--- config.mk ---
export PLATFORM = sky130hd
export DESIGN_NAME = cga_array
export DESIGN_NICKNAME = d
export VERILOG_FILES = /design/src/rtl/cga_pkg.sv /design/src/rtl/cga_cell.sv /design/src/rtl/cga_column.sv /design/src/rtl/cga_out_stage.sv /design/src/rtl/cga_array.sv
export SDC_FILE = /design/constraint.sdc
export NUM_CORES = 1
export LEC_CHECK = 0
export ABC_AREA = 1
export BUFFER_PORTS_ARGS = -buffer_cell sky130_fd_sc_hd__clkbuf_2
export CAP_MARGIN = 20
export CORE_MARGIN = 5
export CORE_UTILIZATION = 55
export DETAILED_ROUTE_END_ITERATION = 16
export HOLD_SLACK_MARGIN = 0.06
export MAX_ROUTING_LAYER = met4
export PLACE_DENSITY_LB_ADDON = 0.2
export SLEW_MARGIN = 20
export SYNTH_ARGS = -nofsm -noshare
export SYNTH_HDL_FRONTEND = slang
export SYNTH_HIERARCHICAL = 1
export SYNTH_SLANG_ARGS = --single-unit
--- constraint.sdc ---
create_clock -name clk -period 5 [get_ports clk]
set_input_delay 0.5 -clock clk [delete_from_list [all_inputs] [get_ports clk]]
set_output_delay 0.5 -clock clk [all_outputs]
set_load 0.05 [all_outputs]
--- src/rtl/cga_pkg.sv ---
package cga_pkg;

    localparam int GENE_W = 3;

    typedef enum logic [GENE_W-1:0] {
        OP_PASS_OWN = 3'd0,
        OP_PASS_NBR = 3'd1,
        OP_XOR      = 3'd2,
        OP_XNOR     = 3'd3,
        OP_NAND     = 3'd4,
        OP_NOR      = 3'd5,
        OP_AND      = 3'd6,
        OP_OR       = 3'd7
    } gene_op_e;

    typedef struct packed {
        logic own;
        logic nbr;
    } cell_in_t;

    function automatic logic apply_gene(gene_op_e op, cell_in_t v);
        logic r;
        case (op)
            OP_PASS_OWN: r = v.own;
            OP_PASS_NBR: r = v.nbr;
            OP_XOR:      r = v.own ^ v.nbr;
            OP_XNOR:     r = ~(v.own ^ v.nbr);
            OP_NAND:     r = ~(v.own & v.nbr);
            OP_NOR:      r = ~(v.own | v.nbr);
            OP_AND:      r = v.own & v.nbr;
            OP_OR:       r = v.own | v.nbr;
            default:     r = v.own;
        endcase
        return r;
    endfunction

endpackage

--- src/rtl/cga_cell.sv ---
module cga_cell
    import cga_pkg::*;
(
    input  logic [GENE_W-1:0] gene,
    input  logic              own_in,
    input  logic              nbr_in,
    output logic              res
);
    cell_in_t ops;

    always_comb begin
        ops.own = own_in;
        ops.nbr = nbr_in;
        res     = apply_gene(gene_op_e'(gene), ops);
    end
endmodule

--- src/rtl/cga_column.sv ---
module cga_column
    import cga_pkg::*;
#(
    parameter int ROWS = 4,
    localparam int COL_GW = GENE_W * ROWS
) (
    input  logic [ROWS-1:0]   prev,
    input  logic [COL_GW-1:0] genes,
    output logic [ROWS-1:0]   nxt
);
    for (genvar r = 0; r < ROWS; r++) begin : g_row
        localparam int NBR = (r + 1) % ROWS;
        cga_cell u_cell (
            .gene   (genes[r*GENE_W +: GENE_W]),
            .own_in (prev[r]),
            .nbr_in (prev[NBR]),
            .res    (nxt[r])
        );
    end
endmodule

--- src/rtl/cga_out_stage.sv ---
module cga_out_stage #(
    parameter int W       = 2,
    parameter bit REG_OUT = 1'b1
) (
    input  logic         clk,
    input  logic         rst,
    input  logic [W-1:0] d,
    output logic [W-1:0] q
);
    if (REG_OUT) begin : g_reg
        logic [W-1:0] q_r;
        always_ff @(posedge clk) begin
            if (rst) q_r <= '0;
            else     q_r <= d;
        end
        assign q = q_r;
    end else begin : g_comb
        assign q = d;
    end
endmodule

--- src/rtl/cga_array.sv ---
module cga_array
    import cga_pkg::*;
#(
    parameter int ROWS    = 4,
    parameter int COLS    = 3,
    parameter int NUM_OUT = 2,
    parameter int OUT_SEL = 0,
    parameter bit REG_OUT = 1'b1,
    localparam int COL_GW = GENE_W * ROWS,
    localparam int GW     = COL_GW * COLS
) (
    input  logic               clk,
    input  logic               rst,
    input  logic [GW-1:0]      genotype,
    input  logic [ROWS-1:0]    din,
    output logic [NUM_OUT-1:0] dout
);
    logic [ROWS-1:0]    stage [0:COLS];
    logic [ROWS-1:0]    last_col;
    logic [NUM_OUT-1:0] comb_sel;

    assign stage[0] = din;

    for (genvar c = 0; c < COLS; c++) begin : g_col
        cga_column #(.ROWS(ROWS)) u_col (
            .prev  (stage[c]),
            .genes (genotype[c*COL_GW +: COL_GW]),
            .nxt   (stage[c+1])
        );
    end

    assign last_col = stage[COLS];

    for (genvar k = 0; k < NUM_OUT; k++) begin : g_sel
        localparam int SRC = (OUT_SEL + k) % ROWS;
        assign comb_sel[k] = last_col[SRC];
    end

    cga_out_stage #(.W(NUM_OUT), .REG_OUT(REG_OUT)) u_out (
        .clk (clk),
        .rst (rst),
        .d   (comb_sel),
        .q   (dout)
    );
endmodule

==> metrics.md <==
| Metric | Value |
|---|---|
| Worst EP arrival | 3030 ps |
| Worst-case clock buffer depth | 2 |
| Critical path's slowest cell | ha_1 |
| Grt ovf | 0 |
| CTS clk-pin slew, worst paths | 30 ps |
| Placed Instance Area | 1330 um^2 |
| Detailed-router iteration count before antenna repair | 4 |
| Root Buffer | clkbuf_4 |
| Clk network pwr share | between 10% and 20% |
| Internal | 0.0976 mW |
| Max reg flops | 2 |
| Met2 Routed Length | ~950 um |
| Inst Count DP | 292 |
| FILL cells | 230 |
| Drt total wl | 2.00 mm |
| Min-delay worst type | in -> reg |
| Met1 Wirelength | about 940 um |
| Startpoint types | input port |
| Slew headroom | 81.5% |
| Initial antenna violation count | 0 |
| Ant. Diodes | 0 |
| Synthesis Warnings | 6 |
| Hold_ws | 446 ps |
| Area growth from synthesis to layout | 20.1% |
| DR vias | 1,278 |
| Worst path max stage delay | 300 ps |
| Final core utilization | between 60% and 70% |
| RSZ-0062 raised after global routing | no |
| PortBufs | 34 |
| Postcts setup bufs | 0 |
| Detail Placement HPWL | approximately 1.8 mm |
| Status | finished, final reports clean |
| Die Wd | 55.2 um |
| Hold buffer count at cts | 0 |
| Critical path class | in -> reg |
| Wire per inst | 6.79 um |
| Top-Level Pins | 44 |
| Most frequent CP cell | nand2_1 |
| CTS tree | yes |
| Max Cap Viol | 0 |
| Power share of the sequential group | roughly a tenth |
| Remaining antenna violation count after routing | 0 |
| Peak supply drop | about 0.12 mV |
| Initial Utilization | 57.3% |
| H-tree depth | 1 |
| Drt drc | 0 |
| Die ar. | 3050 um^2 |
| Fraction of layout cells with a size suffix above 1 | 20.5% |
| Fmax | 0.344 GHz |
| Syn Area/Cell | approximately 5 um^2 |
| Final period utilization | between 50 and 60% |
| Final setup fails | 0 |
| Max Used Layer | met3 |
| First-pass GRT wire length | 3.80 mm |
| Routability cong. | between 0.8 and 0.9 |
| Fin. Hold Viols | 0 |
| Post-Syn Instances | 231 |
| Crit path time final | 2910 ps |
| Final instance area | between 1000 and 1500 um^2 |
| Post-Layout Cell Count | 295 |
| Sw Pwr | between 0.09 and 0.1 mW |
| Nets | 330 |
| Buf/Inv on CP | 11 |
| Worst-path fanout max | 6 |
| Place WS | between 1500 and 2000 ps |
| Gr usage total | 14.3% |
| Largest net degree at the start of global routing | 7 |
| Num CTS Buffers | 3 |
| Rows | 16 |
| Slew Viols, Final | 0 |
| Area of the mapped netlist | 1120 um^2 |
| Slew at the pin closest to its max-slew limit | 278 ps |
| Crit end category | flop |
| Sw Share | between 40 and 50% |
| Vias per cell | 4.33 |
| Critical path required time | between 5000 and 6000 ps |
| Core ar. | slightly below 2000 um^2 |
| Vias in the first global route | 1,084 |
| Post-CTS Resized | 0 |
| Total negative slack | 0 ps |
| Total power draw | 0.191 mW |
| Initial DRC Count | 15 |
| Leakage Power | 1.03 nW |
| PnR worst setup slack | 2090 ps |
| Logic pwr share | 70.5% |
| Met3 WL | 112 um |
| CP top delay family | adder cells |
| Pwr/cell area | 141 nW/um^2 |
| Mapped Nets | 291 |
| Clock Sinks | 2 |
| Die H | roughly 55 um |
==> path summary, 6_finish.rpt <==
check	start	to	slack [ps]	cells past startpoint
worst min-delay path	rst	u_out/q[0]	450	2
worst max-delay path	din[1]	u_out/q[0]	2090	30
==> area by class of cell <==
class                   instances  area, um^2  share of cell area, %
multi-input cells             155         807                   59.7
well taps                      27        33.8                   2.50
clock buffers                   3        22.5                   1.67
repair buffers                 34         170                   12.6
inverters                      74         278                   20.6
flip-flops and latches          2        40.0                   2.96
==> metal layers <==
layer  track usage [%]  vias to the layer above
met5                 -                        -
met4              3.13                        0
met3              1.86                        0
met2              26.5                       24
met1              16.3                      512
li1                  -                      742
==> power by group through the flow <==
| stage | Sequential, mW | Combinational, mW | Clock (mW) |
|---|---|---|---|
| 2_1_floorplan | 0.0253 | 0.0936 | 0 |
| 3_5_place_dp | 0.0186 | 0.136 | 0 |
| 4_1_cts | 0.0184 | 0.137 | 0.0403 |
| 3_3_place_gp | 0.0186 | 0.134 | 0 |
| 6_report | 0.0183 | 0.134 | 0.0379 |
| 5_1_grt | 0.0186 | 0.161 | 0.0397 |
==> cell usage in the layout (no fill, tap or decap), drive strengths merged <==
cell type   n
clkbuf     37
nand2      99
inv        74
nor2        2
ha         18
nand3      36
dfxtp       2
Power figures use the tool's default switching activity.
